## src/rtl/irqseq_pkg.sv

```systemverilog
package irqseq_pkg;

   typedef enum logic [2:0] {
      SQ_IDLE,
      SQ_INT1,
      SQ_INT2,
      SQ_PUSH_HI,
      SQ_PUSH_LO,
      SQ_PUSH_ST,
      SQ_VEC_LO,
      SQ_VEC_HI
   } seq_state_e;

   typedef enum logic [1:0] {
      EK_IRQ,
      EK_NMI,
      EK_BRK
   } entry_kind_e;

   localparam int unsigned BRK_BIT  = 4;
   localparam int unsigned MASK_BIT = 2;

endpackage

```

## src/rtl/irqseq_nmi_latch.sv

```systemverilog
module irqseq_nmi_latch #(
   parameter bit ACT_LOW = 1'b0
) (
   input  logic clk,
   input  logic rst_n,
   input  logic nmi_pin,
   input  logic clr,
   output logic pend
);

   logic lvl;
   logic lvl_q;
   logic rise;
   logic pend_q;

   generate
      if (ACT_LOW) begin : g_low
         assign lvl = ~nmi_pin;
      end else begin : g_high
         assign lvl = nmi_pin;
      end
   endgenerate

   assign rise = lvl & ~lvl_q;

   always_ff @(posedge clk) begin
      if (!rst_n) begin
         lvl_q  <= 1'b1;
         pend_q <= 1'b0;
      end else begin
         lvl_q  <= lvl;
         pend_q <= rise | (pend_q & ~clr);
      end
   end

   assign pend = pend_q;

   AST_NMI_HOLD: assert property (@(posedge clk) disable iff (!rst_n)
      (pend_q && !clr) |=> pend_q);

endmodule

```

## src/rtl/irqseq_arbiter.sv

```systemverilog
module irqseq_arbiter
   import irqseq_pkg::*;
#(
   parameter bit IRQ_ACT_LOW = 1'b0
) (
   input  logic        clk,
   input  logic        rst_n,
   input  logic        busy,
   input  logic        sample,
   input  logic        finish,
   input  logic        brk,
   input  logic        nmi_pend,
   input  logic        irq_pin,
   input  logic        mask,
   output logic        start,
   output entry_kind_e start_kind,
   output logic        nmi_clr
);

   logic irq_lvl;
   logic take_q;
   logic take_nmi_q;

   generate
      if (IRQ_ACT_LOW) begin : g_low
         assign irq_lvl = ~irq_pin;
      end else begin : g_high
         assign irq_lvl = irq_pin;
      end
   endgenerate

   always_ff @(posedge clk) begin
      if (!rst_n) begin
         take_q     <= 1'b0;
         take_nmi_q <= 1'b0;
      end else if (!busy) begin
         if (finish) begin
            take_q <= 1'b0;
         end else if (sample) begin
            take_q     <= nmi_pend | (irq_lvl & ~mask);
            take_nmi_q <= nmi_pend;
         end
      end
   end

   always_comb begin
      start      = !busy && finish && (brk || take_q);
      start_kind = brk ? EK_BRK : (take_nmi_q ? EK_NMI : EK_IRQ);
      nmi_clr    = start && !brk && take_nmi_q;
   end

   AST_CLR_NEEDS_PEND: assert property (@(posedge clk) disable iff (!rst_n)
      nmi_clr |-> nmi_pend);

endmodule

```

## src/rtl/irqseq_fsm.sv

```systemverilog
module irqseq_fsm
   import irqseq_pkg::*;
#(
   parameter int unsigned            ADDR_W     = 16,
   parameter int unsigned            DATA_W     = 8,
   parameter logic [ADDR_W-DATA_W-1:0] STACK_PAGE = 'h01,
   parameter logic [DATA_W-1:0]      SP_RESET   = 'hFD,
   parameter logic [ADDR_W-1:0]      NMI_VEC    = 'hFFFA,
   parameter logic [ADDR_W-1:0]      IRQ_VEC    = 'hFFFE
) (
   input  logic              clk,
   input  logic              rst_n,
   input  logic              start,
   input  entry_kind_e       kind,
   input  logic [ADDR_W-1:0] pc_in,
   input  logic [DATA_W-1:0] status_in,
   input  logic              mask_in,
   input  logic [DATA_W-1:0] rdata,
   output logic              busy,
   output logic [ADDR_W-1:0] addr,
   output logic [DATA_W-1:0] wdata,
   output logic              we,
   output logic              pc_load,
   output logic [ADDR_W-1:0] pc_new,
   output logic              seq_mask_set,
   output logic [DATA_W-1:0] sp
);

   seq_state_e        state_q;
   logic [ADDR_W-1:0] ret_q;
   logic [DATA_W-1:0] stat_q;
   logic [ADDR_W-1:0] vec_q;
   logic [DATA_W-1:0] lo_q;
   logic [DATA_W-1:0] sp_q;
   logic [DATA_W-1:0] stat_build;

   always_comb begin
      stat_build           = status_in;
      stat_build[BRK_BIT]  = (kind == EK_BRK);
      stat_build[MASK_BIT] = mask_in;
   end

   always_ff @(posedge clk) begin
      if (!rst_n) begin
         state_q <= SQ_IDLE;
         ret_q   <= '0;
         stat_q  <= '0;
         vec_q   <= '0;
         lo_q    <= '0;
         sp_q    <= SP_RESET;
      end else begin
         unique case (state_q)
            SQ_IDLE: begin
               if (start) begin
                  ret_q   <= (kind == EK_BRK) ? pc_in + 1'b1 : pc_in;
                  stat_q  <= stat_build;
                  vec_q   <= (kind == EK_NMI) ? NMI_VEC : IRQ_VEC;
                  state_q <= SQ_INT1;
               end
            end
            SQ_INT1:    state_q <= SQ_INT2;
            SQ_INT2:    state_q <= SQ_PUSH_HI;
            SQ_PUSH_HI: begin
               sp_q    <= sp_q - 1'b1;
               state_q <= SQ_PUSH_LO;
            end
            SQ_PUSH_LO: begin
               sp_q    <= sp_q - 1'b1;
               state_q <= SQ_PUSH_ST;
            end
            SQ_PUSH_ST: begin
               sp_q    <= sp_q - 1'b1;
               state_q <= SQ_VEC_LO;
            end
            SQ_VEC_LO: begin
               lo_q    <= rdata;
               state_q <= SQ_VEC_HI;
            end
            SQ_VEC_HI:  state_q <= SQ_IDLE;
            default:    state_q <= SQ_IDLE;
         endcase
      end
   end

   always_comb begin
      addr  = '0;
      wdata = '0;
      we    = 1'b0;
      unique case (state_q)
         SQ_PUSH_HI: begin
            addr  = {STACK_PAGE, sp_q};
            wdata = ret_q[ADDR_W-1:DATA_W];
            we    = 1'b1;
         end
         SQ_PUSH_LO: begin
            addr  = {STACK_PAGE, sp_q};
            wdata = ret_q[DATA_W-1:0];
            we    = 1'b1;
         end
         SQ_PUSH_ST: begin
            addr  = {STACK_PAGE, sp_q};
            wdata = stat_q;
            we    = 1'b1;
         end
         SQ_VEC_LO: addr = vec_q;
         SQ_VEC_HI: addr = vec_q + 1'b1;
         default: ;
      endcase
   end

   assign busy         = (state_q != SQ_IDLE);
   assign pc_load      = (state_q == SQ_VEC_HI);
   assign pc_new       = {rdata, lo_q};
   assign seq_mask_set = (state_q == SQ_PUSH_ST);
   assign sp           = sp_q;

   AST_SP_POSTDEC: assert property (@(posedge clk) disable iff (!rst_n)
      we |=> (sp_q == $past(sp_q) - 1'b1));

   AST_WE_IN_STACK: assert property (@(posedge clk) disable iff (!rst_n)
      we |-> (addr[ADDR_W-1:DATA_W] == STACK_PAGE));

endmodule

```

## src/rtl/irq_entry_seq.sv

```systemverilog
module irq_entry_seq
   import irqseq_pkg::*;
#(
   parameter int unsigned ADDR_W      = 16,
   parameter int unsigned DATA_W      = 8,
   parameter bit          NMI_ACT_LOW = 1'b0,
   parameter bit          IRQ_ACT_LOW = 1'b0,
   parameter logic [ADDR_W-DATA_W-1:0] STACK_PAGE = 'h01,
   parameter logic [DATA_W-1:0]        SP_RESET   = 'hFD,
   parameter logic [ADDR_W-1:0]        NMI_VEC    = 'hFFFA,
   parameter logic [ADDR_W-1:0]        IRQ_VEC    = 'hFFFE
) (
   input  logic              clk,
   input  logic              rst_n,
   input  logic              nmi_i,
   input  logic              irq_i,
   input  logic              insn_sample_i,
   input  logic              insn_end_i,
   input  logic              brk_i,
   input  logic              mask_set_i,
   input  logic              mask_clr_i,
   input  logic [ADDR_W-1:0] next_pc_i,
   input  logic [DATA_W-1:0] status_i,
   input  logic [DATA_W-1:0] rdata_i,
   output logic [ADDR_W-1:0] addr_o,
   output logic [DATA_W-1:0] wdata_o,
   output logic              we_o,
   output logic              busy_o,
   output logic              pc_load_o,
   output logic [ADDR_W-1:0] pc_new_o,
   output logic              mask_o,
   output logic [DATA_W-1:0] sp_o
);

   generate
      if (ADDR_W != 2 * DATA_W) begin : g_bad_width
         $error("irq_entry_seq: ADDR_W must be twice DATA_W");
      end
      if (DATA_W <= BRK_BIT) begin : g_bad_status
         $error("irq_entry_seq: DATA_W too narrow for the break bit");
      end
   endgenerate

   logic        nmi_pend;
   logic        nmi_clr;
   logic        start;
   entry_kind_e start_kind;
   logic        busy;
   logic        seq_mask_set;
   logic        mask_q;

   irqseq_nmi_latch #(
      .ACT_LOW (NMI_ACT_LOW)
   ) i_nmi_latch (
      .clk     (clk),
      .rst_n   (rst_n),
      .nmi_pin (nmi_i),
      .clr     (nmi_clr),
      .pend    (nmi_pend)
   );

   irqseq_arbiter #(
      .IRQ_ACT_LOW (IRQ_ACT_LOW)
   ) i_arbiter (
      .clk        (clk),
      .rst_n      (rst_n),
      .busy       (busy),
      .sample     (insn_sample_i),
      .finish     (insn_end_i),
      .brk        (brk_i),
      .nmi_pend   (nmi_pend),
      .irq_pin    (irq_i),
      .mask       (mask_q),
      .start      (start),
      .start_kind (start_kind),
      .nmi_clr    (nmi_clr)
   );

   irqseq_fsm #(
      .ADDR_W     (ADDR_W),
      .DATA_W     (DATA_W),
      .STACK_PAGE (STACK_PAGE),
      .SP_RESET   (SP_RESET),
      .NMI_VEC    (NMI_VEC),
      .IRQ_VEC    (IRQ_VEC)
   ) i_fsm (
      .clk          (clk),
      .rst_n        (rst_n),
      .start        (start),
      .kind         (start_kind),
      .pc_in        (next_pc_i),
      .status_in    (status_i),
      .mask_in      (mask_q),
      .rdata        (rdata_i),
      .busy         (busy),
      .addr         (addr_o),
      .wdata        (wdata_o),
      .we           (we_o),
      .pc_load      (pc_load_o),
      .pc_new       (pc_new_o),
      .seq_mask_set (seq_mask_set),
      .sp           (sp_o)
   );

   always_ff @(posedge clk) begin
      if (!rst_n) begin
         mask_q <= 1'b1;
      end else if (seq_mask_set) begin
         mask_q <= 1'b1;
      end else if (!busy) begin
         if (mask_set_i) begin
            mask_q <= 1'b1;
         end else if (mask_clr_i) begin
            mask_q <= 1'b0;
         end
      end
   end

   assign busy_o = busy;
   assign mask_o = mask_q;

   AST_BUSY_AFTER_END: assert property (@(posedge clk) disable iff (!rst_n)
      $rose(busy_o) |-> $past(insn_end_i));

   AST_LOAD_ENDS_SEQ: assert property (@(posedge clk) disable iff (!rst_n)
      pc_load_o |=> !busy_o);

   AST_MASK_AT_LOAD: assert property (@(posedge clk) disable iff (!rst_n)
      pc_load_o |-> mask_o);

endmodule

```

## config.mk

```make
export PLATFORM = sky130hd
export DESIGN_NAME = irq_entry_seq
export DESIGN_NICKNAME = d
export VERILOG_FILES = /design/src/rtl/irqseq_pkg.sv /design/src/rtl/irqseq_nmi_latch.sv /design/src/rtl/irqseq_arbiter.sv /design/src/rtl/irqseq_fsm.sv /design/src/rtl/irq_entry_seq.sv
export SDC_FILE = /design/constraint.sdc
export NUM_CORES = 1
export LEC_CHECK = 0
export ABC_AREA = 1
export BUFFER_PORTS_ARGS = -buffer_cell sky130_fd_sc_hd__buf_4
export CORE_MARGIN = 2
export CORE_UTILIZATION = 53
export DETAILED_ROUTE_END_ITERATION = 10
export PLACE_DENSITY = 0.84
export SYNTH_ARGS = -nofsm -noshare
export SYNTH_HDL_FRONTEND = slang
export SYNTH_SLANG_ARGS = --single-unit
```

## constraint.sdc

```tcl
create_clock -name clk -period 4.25 [get_ports clk]
set_input_delay 0.6375 -clock clk [delete_from_list [all_inputs] [get_ports clk]]
set_output_delay 0.6375 -clock clk [all_outputs]
set_load 0.05 [all_outputs]
```

# Yosys cells after proc, flatten, opt, wreduce, memory -nomap -nowiden
# Index checks and enable logic that the tools add are counted.
# word_totals
wordCells	65
out_inout_bits	52
input_bits	41
reg_bits	64
# op_classes
muxes	13
bitwise_logic	11
eq_ne	10
n_reduce_logical	17
add_sub_neg	3
# ops
operator	n
case mux 16 bit (3 select lines)	1
adder 16 x 1 -> 16 bit (second input constant)	2
case mux 3 bit (8 select lines)	1
case mux 8 bit (3 select lines)	1
two-way mux 16 bit	1
== test 3 bit (second input constant)	4
subtractor 8 x 1 -> 8 bit (second input constant)	1
== test 3 x 2 -> 1 bit (second input constant)	2
two-way mux 1 bit	6
two-way mux 3 bit	2
NOT 1 bit	6
AND reduction 2 bit	3
logical AND 1 bit	4
nonzero test 2 bit	2
bitwise AND 1 bit	3
== test 3 x 1 -> 1 bit (second input constant)	1
logical NOT 3 bit	1
AND reduction 3 bit	1
nonzero test 3 bit	1
OR reduction 3 bit	1
== test 2 x 1 -> 1 bit (second input constant)	1
== test 2 bit (second input constant)	1
logical NOT 1 bit	2
two-way mux 2 bit	1
other kinds (4)	5

# Logic depth before layout (Yosys ltp)
# depth
word_depth	9
depth_mapped	10
depth_no_buf	10

# Cells and area by module
# A second synthesis with hierarchy kept.
# unflattened
cells_unflattened	391
area_unflattened_um2	2722.6
# by_module_without_submodules
mod	n_inst	seq_area_each_um2	cells_per_inst	area_per_inst_um2
irqseq_fsm	1	900.9	349	2461.1
irqseq_arbiter	1	40.0	24	140.1
irqseq_nmi_latch	1	40.0	9	70.1
irq_entry_seq	1	20.0	9	51.3

# Worst setup path before layout
# OpenSTA, ideal clock, no wires.
# synth_timing
path_type	register to output
startpoint	register i_fsm.state_q[2]
endpoint	output port addr_o[1]
path_buffers	1
path_stages_with_launch	6
required_ns	3.612
t_arrival_ns	2.332
path_slack_ns	1.280
cell_sequence	dfxtp_1 -> buf_2 -> nand2_1 -> nor2_1 -> inv_1 -> o21ai_0
# synth_via
elab_chain_len	3
elab_cells_between_ends	7
classes_between	eq/ne (5); mux (1); reduce/logical (1)
# synth_rtl
item	line_no	text
start, declared	irqseq_fsm.sv:29	seq_state_e state_q;
start signal, assigned	irqseq_fsm.sv:45	state_q <= SQ_IDLE;
start signal, assigned	irqseq_fsm.sv:58	state_q <= SQ_INT1;
start signal, assigned	irqseq_fsm.sv:61	SQ_INT1: state_q <= SQ_INT2;
== test 3 x 2 -> 1 bit / == test 3 bit (equally long branches)	irqseq_fsm.sv:89	unique case (state_q)
OR reduction 3 bit (no line)	n/a	
case mux 16 bit (3 select lines) (*)	irqseq_fsm.sv:89	
end, declared	irq_entry_seq.sv:25	output logic [ADDR_W-1:0] addr_o,
# Mark *: on every way between the ends. The rest lies on a longest branch, timed or not.

# Worst setup path after layout
# layout_timing
startpoint	register i_fsm.state_q[2]
endpoint	output port wdata_o[4]
# layout_via
elab_chain_len	2
elab_cells_between_ends	4
classes_between	eq/ne (3); mux (1)
# layout_rtl
item	line_no	text
== test 3 bit / == test 3 x 2 -> 1 bit (equally long branches)	irqseq_fsm.sv:89	
case mux 8 bit (3 select lines) (*)	irqseq_fsm.sv:89	
end, declared	irq_entry_seq.sv:26	output logic [DATA_W-1:0] wdata_o,
# Marks and branches as above.

==> out/summary.txt <==
run status: complete, no violations
Critical Path Start Type: flip-flop
Critical Path Slowest Stage Cell: dfxtp_1
setup repair bufs after CTS: 0
total half-perimeter wirelength after legalization and detailed placement: 4.87 mm
Cell Pwr Density: 412 nW/µm²
peak fanout along the critical path: 11
RSZ-0062 raised after global routing: false
number of design-rule violations left by the first detailed-router iteration: 132
top-level port count: 93
data arrival time of the critical path: 2.47 ns
count of cell instances traversed by the critical path: 6
final clock skew: 0.00821 ns
total number of placement rows: 25
end point of the critical path: wdata_o[4]
final cycle utilization of the critical path: 73.2%
die outline width: 74.1 µm
CTS Hold Buffers Added: 0
aggregate global-route resource usage: 24.6%
clock tree from TritonCTS: done
number of flops mapped to enable cells by yosys: 0
area leader, netlist: dfxtp_1
transition time of the tightest slew-check pin: 0.795 ns
FF-to-FF End: i_nmi_latch.pend
Max rail drop VDD: 0.204 mV
relative slew slack: 46.7%
sequential-to-total area share from yosys stat: 38.5%
share of cells above drive strength 1: 24.4%
Floorplan Core Area: 4720 µm²
number of antenna violations at the first check in global routing: 0
Total Negative Setup Slacks: 0 ns
port buffer count: 90
required arrival time at the worst endpoint: 3.61 ns
Die Span Y: 74.1 µm
drt pass-1 iters: 4
post-route worst setup slack: 1.14 ns
post-cts resize count: 0
vias per std cell: 5.25
critical path, cell by cell: clkinv_1 > or2_2 > nor2_2 > nand2_1 > o211ai_1 > buf_4
Setup violations, final: 0
Ys Warns: 0
Synth-to-Final Area Change: 26.9%
dominant cells by area after synthesis: dfxtp_1 38%, nand3_1 8.8%, nand2_1 8.5%
Lkg Pwr: 0.00157 µW
async set-or-reset flop fraction in the synthesized netlist: 0%
crit end category: output pin
diode insertion count for antenna repair: 0
clock buffer depth: 2
Achievable Freq: 322 MHz
netlist area before placement: 2600 µm²
beginning of the critical path: i_fsm.state_q[2]
Worst R2R Setup Slack: 2.25 ns
synthesized area per cell: 6.87 µm²
Total Nets Final: 493
number of global-route vias before repair: 2511
count of distinct cell types in the synthesized netlist: 32
# fillers: 427
number of max-capacitance violations reported: 0
antenna-violating nets left: 0
grt ovf: 0
post-placement setup slack: 1.55 ns
clock latency at the later pin of the worst-skew pair: 0.30 ns
post-CTS clock slew at the launch and capture registers of the worst setup and hold paths: 0.08 ns
Die Outline Area: 5490 µm²
number of nets produced by synthesis: 422
cell family with most CP delay: simple AND/OR/NAND/NOR gates
detailed-route via count: 2719
min-delay worst type: flip-flop to flip-flop
slowest cell delay on critical path: 0.58 ns
sink count of the clock tree: 50
pin count of the biggest net entering global routing: 39
number of slew-limit violations in the final report: 0
final weighted congestion of routability-driven global placement: 0.876
top cell type's share of synthesized area: 38.5%
r2r startpoint: i_fsm.state_q[2]
clock tree root driver cell: clkbuf_8
count of endpoints failing hold in the final timing report: 0
Post-synth top flop: dfxtp_1
Buffers & Inverters on Critical Path: 2
number of register bits inferred by synthesis: 50
global-route wire length before repair: 10.7 mm
Gate Count Post-Synth: 379
starting utilization of the core area: 55.1%
total clock buffers created by CTS: 5
reg2reg path depth: 8
post-DR wirelength/cell: 12.6 µm
wire length reported by the detailed router: 6.51 mm
H-tree levels: 2
classification of the worst setup path: flip-flop to output pin
DRC Markers: 0
crit path time final: 3.11 ns
metal layers:
| layer | up-vias | part of all wire, % | global-route usage [%] |
|---|---|---|---|
| li1 | 1374 | - | - |
| met1 | 1222 | 41 | 29.6 |
| met2 | 107 | 50 | 43.1 |
| met3 | 16 | 6.0 | 4.34 |
| met4 | 0 | 2.9 | 10.7 |
| met5 | - | 0 | 0 |
flip-flops by register name (all words and copies together), names as in the netlist:
| signal | flops |
|---|---|
| i_nmi_latch.pend | 1 |
| i_fsm.sp | 8 |
| i_fsm.ret_q | 16 |
| i_fsm.lo_q | 8 |
| i_fsm.vec_q | 2 |
| i_nmi_latch.lvl_q | 1 |
| i_fsm.stat_q | 8 |
| mask_o | 1 |
| i_arbiter.take_nmi_q | 1 |
| i_arbiter.take_q | 1 |
| i_fsm.state_q | 3 |
worst min path at each step:
stage	startpoint	end	cells after the start
CTS	i_fsm.vec_q[14]	i_fsm.vec_q[14]	2
finish	i_fsm.vec_q[14]	i_fsm.vec_q[14]	2
global placement	i_fsm.vec_q[14]	i_fsm.vec_q[14]	2
detailed placement	i_fsm.vec_q[14]	i_fsm.vec_q[14]	2
floorplan	i_fsm.vec_q[2]	i_fsm.vec_q[2]	2
global route	i_fsm.vec_q[14]	i_fsm.vec_q[14]	2
cells in the mapped netlist (3+ instances only):
master	number
o21ai_0	38
nand2_1	59
buf_2	3
nor2_1	54
clkbuf_1	6
xor2_1	5
o211ai_1	3
dfxtp_1	50
o21ai_1	4
nor3_1	5
buf_4	16
nand4_1	5
inv_1	35
a21oi_1	22
nand3_1	46
cell families after synthesis:
logic type	share of synthesized area, %
fa+ha+maj	0.961
compound gates	15.0
buf+inv	12.1
xor+xnor	2.36
simple gates	31.1
flops	38.5
report_power, final:
part | leakage [µW] | switching, µW | internal [µW]
logic | 0.00111 | 322 | 139
registers | 0.000409 | 41.6 | 528
clock network | 0.0000514 | 153 | 176
cell usage in the layout, fill, tap and decap left out, drive strengths merged:
| cell type | count |
|---|---|
| xor2 | 5 |
| bufinv | 1 |
| buf | 90 |
| a21oi | 22 |
| a21o | 1 |
| clkinvlp | 1 |
| o211ai | 3 |
| nor3 | 5 |
| a31oi | 2 |
| nand3b | 1 |
| a211oi | 1 |
| clkinv | 2 |
| xnor2 | 2 |
| nand4 | 5 |
| dfxtp | 50 |
| ha | 2 |
| clkbuf | 6 |
| nor2 | 58 |
| o22ai | 2 |
| o21ai | 43 |
| nor3b | 1 |
| inv | 37 |
| nand3 | 46 |
| nand2 | 63 |
| or2 | 2 |
layout make-up:
class	instances	area [µm²]	area share [%]
multi-input cells	264	1290	38.9
flip-flops and latches	50	1000	30.3
repair buffers	90	676	20.5
inverters	39	146	4.43
well taps	67	83.8	2.54
clock buffers	6	72.6	2.20
clock inverters	2	37.5	1.14
worst register-to-register path: stages, from the launching register on:
cell	delay, ns
dfxtp_1	0.58
clkinv_1	0.40
nand2_4	0.21
nor2_4	0.07
nand2_2	0.10
nand2_4	0.21
nand3_1	0.15
nand2_1	0.07
o21ai_0	0.16
stage by stage:
stage | instances | total power [µW] | area [µm²] | util (%) | hold WS, ns
final | 518 | 1360 | 3300 | 69.9 | 0.465
after CTS | 518 | 1360 | 3300 | 69.9 | 0.468
after global placement | 510 | 1030 | 3190 | 67.6 | 0.445
after floorplan | 379 | 908 | 2600 | - | 0.428
after global routing | 518 | 1420 | 3300 | 69.9 | 0.504
after detailed placement | 510 | 1040 | 3190 | 67.6 | 0.457
Note: power is estimated with default switching activity, not from simulation.
